## src/rtl/psub_pkg.sv

```systemverilog
package psub_pkg;
  localparam logic [1:0] WM_KEEP_UPPER = 2'd0;
  localparam logic [1:0] WM_ZERO_UPPER = 2'd1;
  localparam logic [1:0] WM_FULL       = 2'd2;
  localparam logic [1:0] WM_FULL_ALT   = 2'd3;
endpackage

```

## src/rtl/psub_elem.sv

```systemverilog
module psub_elem #(
  parameter int W = 8
) (
  input  logic [W-1:0] a,
  input  logic [W-1:0] b,
  input  logic         sgn,
  output logic [W-1:0] res,
  output logic         clamped
);
  localparam logic [W-1:0] SMAX = {1'b0, {(W-1){1'b1}}};
  localparam logic [W-1:0] SMIN = {1'b1, {(W-1){1'b0}}};

  logic [W:0] ax, bx, diff;

  always_comb begin
    ax   = sgn ? {a[W-1], a} : {1'b0, a};
    bx   = sgn ? {b[W-1], b} : {1'b0, b};
    diff = ax - bx;
    if (sgn) begin
      clamped = diff[W] != diff[W-1];
      res     = clamped ? (diff[W] ? SMIN : SMAX) : diff[W-1:0];
    end else begin
      clamped = diff[W];
      res     = clamped ? '0 : diff[W-1:0];
    end
  end

  // a signed clamp lands on one end of the range
  always_comb begin
    if (clamped && sgn) begin
      assert_signed_clamp_end_R1: assert (res == SMAX || res == SMIN);
    end
  end

  // an unsigned clamp always yields zero
  always_comb begin
    if (clamped && !sgn) begin
      assert_unsigned_floor_R3: assert (res == '0);
    end
  end
endmodule

```

## src/rtl/psub_slice.sv

```systemverilog
module psub_slice #(
  parameter int ELEM_W  = 8,
  parameter int SLICE_W = 2 * ELEM_W
) (
  input  logic [SLICE_W-1:0] a,
  input  logic [SLICE_W-1:0] b,
  input  logic               word_mode,
  input  logic               sgn,
  output logic [SLICE_W-1:0] res,
  output logic [SLICE_W/ELEM_W-1:0] flags
);
  localparam int NARROW = SLICE_W / ELEM_W;

  logic [SLICE_W-1:0] narrow_res;
  logic [NARROW-1:0]  narrow_cl;
  logic [SLICE_W-1:0] wide_res;
  logic               wide_cl;

  for (genvar g = 0; g < NARROW; g++) begin : g_narrow
    psub_elem #(.W(ELEM_W)) u_elem (
      .a       (a[g*ELEM_W +: ELEM_W]),
      .b       (b[g*ELEM_W +: ELEM_W]),
      .sgn     (sgn),
      .res     (narrow_res[g*ELEM_W +: ELEM_W]),
      .clamped (narrow_cl[g])
    );
  end

  psub_elem #(.W(SLICE_W)) u_wide (
    .a       (a),
    .b       (b),
    .sgn     (sgn),
    .res     (wide_res),
    .clamped (wide_cl)
  );

  always_comb begin
    res   = word_mode ? wide_res : narrow_res;
    flags = word_mode ? {NARROW{wide_cl}} : narrow_cl;
  end
endmodule

```

## src/rtl/psub_merge.sv

```systemverilog
module psub_merge
  import psub_pkg::*;
#(
  parameter int DATA_W = 256,
  parameter int NFLAG  = 32
) (
  input  logic [DATA_W-1:0]   raw,
  input  logic [NFLAG-1:0]    raw_flag,
  input  logic [DATA_W/2-1:0] keep_upper,
  input  logic [1:0]          wmode,
  output logic [DATA_W-1:0]   data,
  output logic [NFLAG-1:0]    flag
);
  localparam int HALF  = DATA_W / 2;
  localparam int HFLAG = NFLAG / 2;

  always_comb begin
    unique case (wmode)
      WM_KEEP_UPPER: begin
        data = {keep_upper, raw[HALF-1:0]};
        flag = {{HFLAG{1'b0}}, raw_flag[HFLAG-1:0]};
      end
      WM_ZERO_UPPER: begin
        data = {{HALF{1'b0}}, raw[HALF-1:0]};
        flag = {{HFLAG{1'b0}}, raw_flag[HFLAG-1:0]};
      end
      WM_FULL, WM_FULL_ALT: begin
        data = raw;
        flag = raw_flag;
      end
      default: begin
        data = raw;
        flag = raw_flag;
      end
    endcase
  end
endmodule

```

## src/rtl/psub_sat_simd.sv

```systemverilog
module psub_sat_simd
  import psub_pkg::*;
#(
  parameter int DATA_W = 256,
  parameter int ELEM_W = 8
) (
  input  logic                     clk,
  input  logic                     rst_n,
  input  logic                     in_valid,
  output logic                     in_ready,
  input  logic [DATA_W-1:0]        src_a,
  input  logic [DATA_W-1:0]        src_b,
  input  logic                     elem_word,
  input  logic                     sat_signed,
  input  logic [1:0]               width_mode,
  output logic                     out_valid,
  input  logic                     out_ready,
  output logic [DATA_W-1:0]        out_data,
  output logic [DATA_W/ELEM_W-1:0] out_sat
);
  localparam int SLICE_W = 2 * ELEM_W;
  localparam int NSLICE  = DATA_W / SLICE_W;
  localparam int NBYTE   = DATA_W / ELEM_W;
  localparam int HALF    = DATA_W / 2;
  localparam int HFLAG   = NBYTE / 2;

  logic [DATA_W-1:0] raw_res, merged;
  logic [NBYTE-1:0]  raw_flag, merged_flag;
  logic              accept;

  for (genvar s = 0; s < NSLICE; s++) begin : g_slice
    psub_slice #(.ELEM_W(ELEM_W), .SLICE_W(SLICE_W)) u_slice (
      .a         (src_a[s*SLICE_W +: SLICE_W]),
      .b         (src_b[s*SLICE_W +: SLICE_W]),
      .word_mode (elem_word),
      .sgn       (sat_signed),
      .res       (raw_res[s*SLICE_W +: SLICE_W]),
      .flags     (raw_flag[s*2 +: 2])
    );
  end

  psub_merge #(.DATA_W(DATA_W), .NFLAG(NBYTE)) u_merge (
    .raw        (raw_res),
    .raw_flag   (raw_flag),
    .keep_upper (src_a[DATA_W-1:HALF]),
    .wmode      (width_mode),
    .data       (merged),
    .flag       (merged_flag)
  );

  assign in_ready = !out_valid || out_ready;
  assign accept   = in_valid && in_ready;

  always_ff @(posedge clk or negedge rst_n) begin
    if (!rst_n) begin
      out_valid <= 1'b0;
      out_data  <= '0;
      out_sat   <= '0;
    end else if (in_ready) begin
      out_valid <= in_valid;
      if (in_valid) begin
        out_data <= merged;
        out_sat  <= merged_flag;
      end
    end
  end

  // an accepted operation is presented on the next edge
  assert_result_next_cycle_R8: assert property (@(posedge clk) disable iff (!rst_n)
    accept |=> out_valid);

  // a taken result with nothing behind it leaves the output empty
  assert_drain_empty_R8: assert property (@(posedge clk) disable iff (!rst_n)
    (out_valid && out_ready && !in_valid) |=> !out_valid);

  // a stalled result holds
  assert_stall_hold_R9: assert property (@(posedge clk) disable iff (!rst_n)
    (out_valid && !out_ready) |=> (out_valid && $stable(out_data) && $stable(out_sat)));

  // destructive mode carries the first operand's upper half
  assert_keep_upper_R5: assert property (@(posedge clk) disable iff (!rst_n)
    (accept && width_mode == WM_KEEP_UPPER) |=>
      (out_data[DATA_W-1:HALF] == $past(src_a[DATA_W-1:HALF]) && out_sat[NBYTE-1:HFLAG] == '0));

  // non-destructive 128-bit mode clears the upper half
  assert_zero_upper_R6: assert property (@(posedge clk) disable iff (!rst_n)
    (accept && width_mode == WM_ZERO_UPPER) |=>
      (out_data[DATA_W-1:HALF] == '0 && out_sat[NBYTE-1:HFLAG] == '0));

  // word mode flags both bytes of a word together
  assert_word_flag_pairs_R10: assert property (@(posedge clk) disable iff (!rst_n)
    (accept && elem_word) |=> (out_sat[0] == out_sat[1]));
endmodule

```

## config.mk

```make
export PLATFORM = sky130hd
export DESIGN_NAME = psub_sat_simd
export DESIGN_NICKNAME = d
export VERILOG_FILES = /design/src/rtl/psub_pkg.sv /design/src/rtl/psub_elem.sv /design/src/rtl/psub_slice.sv /design/src/rtl/psub_merge.sv /design/src/rtl/psub_sat_simd.sv
export SDC_FILE = /design/constraint.sdc
export NUM_CORES = 2
export LEC_CHECK = 0
export BUFFER_PORTS_ARGS = -buffer_cell sky130_fd_sc_hd__buf_2
export CORE_ASPECT_RATIO = 1.25
export CORE_UTILIZATION = 29
export CTS_CLUSTER_DIAMETER = 60
export DETAILED_ROUTE_END_ITERATION = 7
export PLACE_DENSITY = 0.58
export SKIP_LAST_GASP = 1
export SLEW_MARGIN = 20
export SYNTH_ARGS = -nofsm -noshare
export SYNTH_HDL_FRONTEND = slang
export SYNTH_HIERARCHICAL = 1
export SYNTH_SLANG_ARGS = --single-unit
export TNS_END_PERCENT = 30
```

## constraint.sdc

```tcl
create_clock -name clk -period 2.93 [get_ports clk]
set_clock_uncertainty 0.1 [all_clocks]
set_input_delay 0.1465 -clock clk [delete_from_list [all_inputs] [get_ports clk]]
set_output_delay 0.1465 -clock clk [all_outputs]
set_load 0.05 [all_outputs]
```

# Word-level counts from Yosys, hierarchy flattened
# Index checks and enable logic that the tools add are counted.
totals:
  reg_bits: 289
  input_bits: 520
  out_inout_bits: 290
  elab_cells: 478
classes:
  add_sub_neg: 48
  eq_ne: 51
  muxes: 370
  n_reduce_logical: 6
op_table:
  columns: ["operator", "n"]
  rows:
  - ["16-bit two-way mux", 80]
  - ["8-bit two-way mux", 128]
  - ["256-bit case mux with 3 select lines", 1]
  - ["9-bit two-way mux", 64]
  - ["17-bit two-way mux", 32]
  - ["9-bit subtractor", 32]
  - ["17-bit subtractor", 16]
  - ["32-bit case mux with 2 select lines", 1]
  - ["1-bit two-way mux", 48]
  - ["1-bit != test", 48]
  - ["2-bit two-way mux", 16]
  - ["2-bit equality test (second input constant)", 2]
  - ["2-bit OR reduction", 2]
  - ["2-bit by 1-bit equality test with 1-bit output (second input constant)", 1]
  - ["2-bit logical NOT", 1]
  - ["2-bit AND reduction", 1]
  - ["1-bit logical NOT", 1]
  - ["1-bit logical OR", 1]

# Longest topological paths before layout
depth:
  depth_word: 7
  mapped_depth: 19
  ltp_nobuf: 17

# By module
# Netlist, hierarchy kept.
modules_own_cells:
  columns: ["module", "instances", "cells_per_inst", "area_per_inst_um2", "seq_area_each_um2"]
  rows:
  - ["psub_elem (g_slice[0].u_slice.g_narrow[0].u_elem ...)", 32, 69, 491.7, 0.0]
  - ["psub_sat_simd", 1, 611, 10817.9, 7231.9]
  - ["psub_elem (g_slice[0].u_slice.u_wide ...)", 8, 153, 1126.1, 0.0]
  - ["psub_elem (g_slice[2].u_slice.u_wide ...)", 6, 153, 1132.3, 0.0]
  - ["psub_slice", 16, 20, 271.5, 0.0]
  - ["psub_merge", 1, 319, 2543.7, 0.0]
  - ["psub_elem (g_slice[6].u_slice.u_wide ...)", 2, 154, 1129.8, 0.0]

# Worst setup path after synthesis
# Ideal clock, no wire load.
synth_timing:
  path_type: "input -> register"
  startpoint: "input port src_a[128]"
  endpoint: "register out_data[142]"
  setup_time_ps: 128
  t_arrival_ps: 3327
  required_ps: 2702
  setup_slack_ps: -625
  cell_stages: 19
  n_path_buf: 2
  cell_sequence: "inv_1 > ha_1 > inv_1 > fa_1 > a211oi_2 > o21ai_2 > nand3_2 > o22ai_2 > xnor2_1 > ha_1 > nand2b_1 > buf_4 > and2b_2 > mux2_4 > buf_8 > a21oi_2 > mux2_2 > a22o_1 > mux2_1"
synth_between:
  elab_chain_len: 7
  elab_cells_between_ends: 9
  cone_classes: "add/sub: 1; eq/ne: 1; mux: 7"
synth_lines:
  columns: ["item", "line_no", "text"]
  rows:
  - ["from (decl)", "psub_sat_simd.sv:11", "input logic [DATA_W-1:0] src_a,"]
  - ["17-bit two-way mux *", "psub_elem.sv:16", "ax = sgn ? {a[W-1], a} : {1'b0, a};"]
  - ["17-bit subtractor *", "psub_elem.sv:18", "diff = ax - bx;"]
  - ["16-bit two-way mux / 1-bit != test (equally long branches)", "psub_elem.sv:21, psub_elem.sv:20", null]
  - ["16-bit two-way mux", "psub_elem.sv:21", "res = clamped ? (diff[W] ? SMIN : SMAX) : diff[W-1:0];"]
  - ["16-bit two-way mux *", "psub_elem.sv:19", "if (sgn) begin"]
  - ["via g_slice[8].u_slice.wide_res[14]", "psub_slice.sv:16", "logic [SLICE_W-1:0] wide_res;"]
  - ["16-bit two-way mux *", "psub_slice.sv:38", "res = word_mode ? wide_res : narrow_res;"]
  - ["via raw_res[142]", "psub_sat_simd.sv:27", "logic [DATA_W-1:0] raw_res, merged;"]
  - ["256-bit case mux with 3 select lines *", "psub_merge.sv:18", "unique case (wmode)"]
  - ["via merged[142]", "psub_sat_simd.sv:27", null]
  - ["to (signal assigned)", "psub_sat_simd.sv:62", "out_data <= merged;"]
  - ["to (decl)", "psub_sat_simd.sv:18", "output logic [DATA_W-1:0] out_data,"]
# Mark *: on every way through the listed nets, which the timed path passes. The rest lies on a longest branch. The select of a mux whose other input is x is not followed.
# A chain may end at the register's enable or synchronous reset.

# Worst setup path in the final report
layout_timing:
  startpoint: "input port src_a[175]"
  endpoint: "register out_data[171]"
layout_between:
  elab_chain_len: 7
  elab_cells_between_ends: 16
  cone_classes: "add/sub: 2; eq/ne: 2; mux: 12"
layout_lines:
  columns: ["item", "line_no", "text"]
  rows:
  - ["9-bit two-way mux *", "psub_elem.sv:16", null]
  - ["9-bit subtractor *", "psub_elem.sv:18", null]
  - ["8-bit two-way mux / 1-bit != test (equally long branches)", "psub_elem.sv:21, psub_elem.sv:20", null]
  - ["8-bit two-way mux", "psub_elem.sv:21", null]
  - ["8-bit two-way mux *", "psub_elem.sv:19", null]
  - ["via g_slice[10].u_slice.narrow_res[11]", "psub_slice.sv:14", "logic [SLICE_W-1:0] narrow_res;"]
  - ["16-bit two-way mux *", "psub_slice.sv:38", null]
  - ["via raw_res[171]", "psub_sat_simd.sv:27", null]
  - ["256-bit case mux with 3 select lines *", "psub_merge.sv:18", null]
  - ["via merged[171]", "psub_sat_simd.sv:27", null]
# Marks and branches as above.

==> flow_summary.ini <==
[critical_path]
critPathSlowestCell = dlygate4sd3_1
reg2regPathDepth = 4
end_kind = flip-flop
critPathMaxFanout = 7
start_kind = input port
critical-path-top-delay-family = buffers and inverters
rr_startpoint = out_valid
required_ns = 3.38
timing.rr.end = out_data[6]
startpoint = src_a[175]
crit_path_cell_trace = buf_2 > dlygate4sd3_1 > buf_4 > ha_1 > a21oi_1 > o21ai_1 > a41oi_2 > xor2_2 > ha_1 > and2_2 > a2bb2oi_1 > mux2_4 > a22o_1 > mux2_4
cp-endpoint = out_data[171]
cp.arrival_ns = 3.42
critical_path.max_stage_delay_ns = 0.60
cp.buffers_inverters = 3
r2r_slack_ns = 0.82
critPathKind = input port to flip-flop
worstSetupPathDepth = 14

[grt]
grt_overflow = 0
antenna_found_initial = 97
use_met3_pct = 5.84
met2_usage_pct = 34.9
met1_usage_pct = 23.8
track_usage_pct = 20.3
first_global_vias = 52700
busiest_layer = met2
grt_max_degree = 81
grt_pass1_wl_um = 288000

[synthesis]
ys_seq_area_share_pct = 14.0
syn_nets = 7036
syn_inst = 5908
yosys_most_used_dff = dfrtp_1
yosys.cell_types.count = 63
synth.most_common_cell = inv_1
netlist.area_leader.share_pct = 14.0
synth_edf_count = 0
synth_top_area_cell = dfrtp_1
async_reset_ff_share_pct = 100
netlist_area_sq_um = 51500
synth_common_cells = inv_1 (702), ha_1 (560), o21ai_0 (432), a21oi_1 (430), nand2_1 (306)
yosys_warnings = 6
syn_avg_cell_area_sq_um = 8.72
yosys-top-cells-area = dfrtp_1 (14%), ha_1 (14%), mux2_4 (5.1%), inv_1 (5.1%), mux2_2 (5.1%)
ys_seq_elements = 289

[detailed_routing]
drt_wl_total_um = 191000
first_pass_iters = 5
ant_nets = 0
drt-initial-drc-count = 2131
drc_errors = 0
drt-vias-per-instance = 4.97
wire_per_inst_um = 18.2
num_vias = 52100

[clocking]
clk_pin_slew_ns = 0.06
numClockSinks = 289
cts_root_buf = clkbuf_16
numCtsBuffers = 52
clkLatencyLatePin_ns = 0.67
cts_tree = yes
clockBufferDepth = 3
htree_levels = 2

[placement]
placed_cells = 10200
hpwl_um = 158000
portBuffers = 809
gp_congestion = 0.947

[power]
power_frac_comb_pct = 66.2
p_seq_share_pct = 16.8
switchingPower_mw = 18.1
p_clk_share_pct = 17.0
p_sw_share_pct = 47.6
p_leak_nw = 36.1
p_total_mw = 38.0
ir_drop_mv = 0.771
p_per_area_nw_per_um2 = 528
p_int_mw = 19.9

[cells_and_area]
instances_no_fill = 10500
layout.nets = 9168
syn2layout_area_growth_pct = 39.8
drive_gt1_share_pct = 43.3
fillers = 17900

[floorplanning]
initial_core_util_pct = 29.3
dieArea_sq_um = 179000
core-area_sq_um = 176000
io_pins = 810
core.rowCount = 172
die_h_um = 473
die_x_um = 379

[timing]
hold_violations = 0
slew_viol_final = 0
fin_crit_sh_pct = 101
relSlewSlack_pct = 41.1
setup-violations-final = 7
rsz0062_at_grt = true
finalCriticalPeriod_ns = 2.97
fmax_mhz = 337
fin_ws_ns = -0.0352
worstMarginPinSlew_ns = 0.883

[job]
drv_cap = 0

[run_status]
outcome = finished with violations
violations = negative setup slack

[hold_path]
hold_class = input port to async pin
==> cell type report <==
type / instances / area [sq um] / share of cell area [%]
Multi-Input combinational cell: 4545 / 40000 / 55.6
Timing Repair Buffer: 2450 / 17200 / 23.8
Sequential cell: 289 / 7230 / 10.0
Tap cell: 2349 / 2940 / 4.08
Inverter: 702 / 2750 / 3.82
Clock buffer: 60 / 1380 / 1.92
Clock inverter: 37 / 407 / 0.565
Antenna cell: 40 / 100 / 0.139
==> cells in the final DEF, fill, tap and decap left out, types with 32 or more instances in the layout <==
cell type / netlist / routed
buf_4: 179 / 1477
buf_2: 31 / 802
inv_1: 702 / 683
ha_1: 560 / 533
a21oi_1: 430 / 400
o21ai_0: 432 / 395
nand2_1: 306 / 306
dfrtp_1: 289 / 289
mux2_4: 176 / 274
xnor2_1: 230 / 227
mux2_2: 232 / 220
a21oi_2: 176 / 205
xor2_1: 202 / 201
a2bb2oi_1: 192 / 192
nor2_1: 180 / 177
dlygate4sd3_1: 0 / 129
a22o_1: 128 / 126
mux2_1: 200 / 123
nand2b_1: 103 / 81
nor2b_1: 68 / 60
a21o_1: 58 / 58
o21ai_1: 30 / 57
clkbuf_16: 0 / 52
a211oi_2: 64 / 52
a31oi_1: 48 / 48
nand4_1: 48 / 48
nand3b_1: 46 / 46
o2111ai_1: 48 / 41
diode_2: 0 / 40
xor2_2: 32 / 33
and2_1: 48 / 33
and3_1: 32 / 32
a41oi_2: 32 / 32
a211oi_1: 32 / 32
o21a_1: 32 / 32
nand3_1: 32 / 32
o211ai_1: 32 / 32
==> layer usage <==
layer / up-vias / wire length (um)
li1: 25400 / -
met1: 24800 / 79800
met2: 1279 / 90100
met3: 431 / 13900
met4: 112 / 6570
met5: - / 691
==> power by group through the flow <==
stage / registers [mW] / clock network (mW) / logic, mW
finish: 6.39 / 6.45 / 25.2
detailed placement: 6.44 / 0 / 24.4
CTS: 6.40 / 6.67 / 24.6
global route: 6.54 / 6.75 / 27.0
floorplan: 10.7 / 0 / 13.1
global placement: 6.41 / 0 / 24.1
==> through the flow <==
stage	cell area, sq um	hold slack [ns]	TNS [ns]	util (%)	setup slack [ns]
2_1_floorplan	52300	-0.249	-108.32	-	-0.504
3_3_place_gp	67600	0.119	-173.91	38.4	-0.808
3_5_place_dp	67600	0.148	-186.19	38.4	-0.904
4_1_cts	70700	0.000279	-0.807	40.2	-0.0574
5_1_grt	72000	0.0454	-4.53	40.9	-0.0985
6_report	72000	0.0403	-0.127	40.9	-0.0352
==> cell families (layout without fill, tap and decap cells) <==
group | count (synthesis) | count (layout) | synth area share (%)
flip-flops | 289 | 289 | 14.0
other | 0 | 40 | 0
adder cells (fa/ha/maj) | 608 | 608 | 15.5
multiplexers | 610 | 619 | 14.6
AO/OA/AOI/OAI | 1902 | 1902 | 26.9
XOR/XNOR | 464 | 464 | 8.36
buffers and inverters | 1083 | 3249 | 11.1
AND/OR/NAND/NOR | 952 | 952 | 9.50
==> state kept, by name, summed over array words and instances (netlist names) <==
| register | cells |
|---|---|
| out_sat | 32 |
| out_valid | 1 |
| out_data | 256 |
==> worst reg2reg max path, stage by stage, from the launching register on <==
cell,delay [ns]
dfrtp_1,0.38
nand2b_4,0.09
nand2_8,0.47
buf_4,0.51
mux2_2,0.42
==> timing repair <==
item | CTS | global route
hold buffers | 130 | 5
resized for setup | 7 | 229
endpoints found under the hold margin | 298 | 5
gates cloned | 1 | 8
buffers inserted | 2 | 29
pin swaps | 3 | 99
endpoints found under the setup margin | 89 | 259
==> worst min-delay path by stage <==
stage | startpoint | end | slack [ns] | depth (start not counted)
finish | rst_n | out_data[164] | 0.04 | 2
global route | rst_n | out_data[164] | 0.05 | 2
CTS | rst_n | out_data[147] | 0.0003 | 2
detailed placement | rst_n | out_data[146] | 0.15 | 1
global placement | rst_n | out_data[149] | 0.12 | 1
floorplan | rst_n | out_data[0] | -0.25 | 0
No activity file was read; power rests on OpenSTA's default activity.
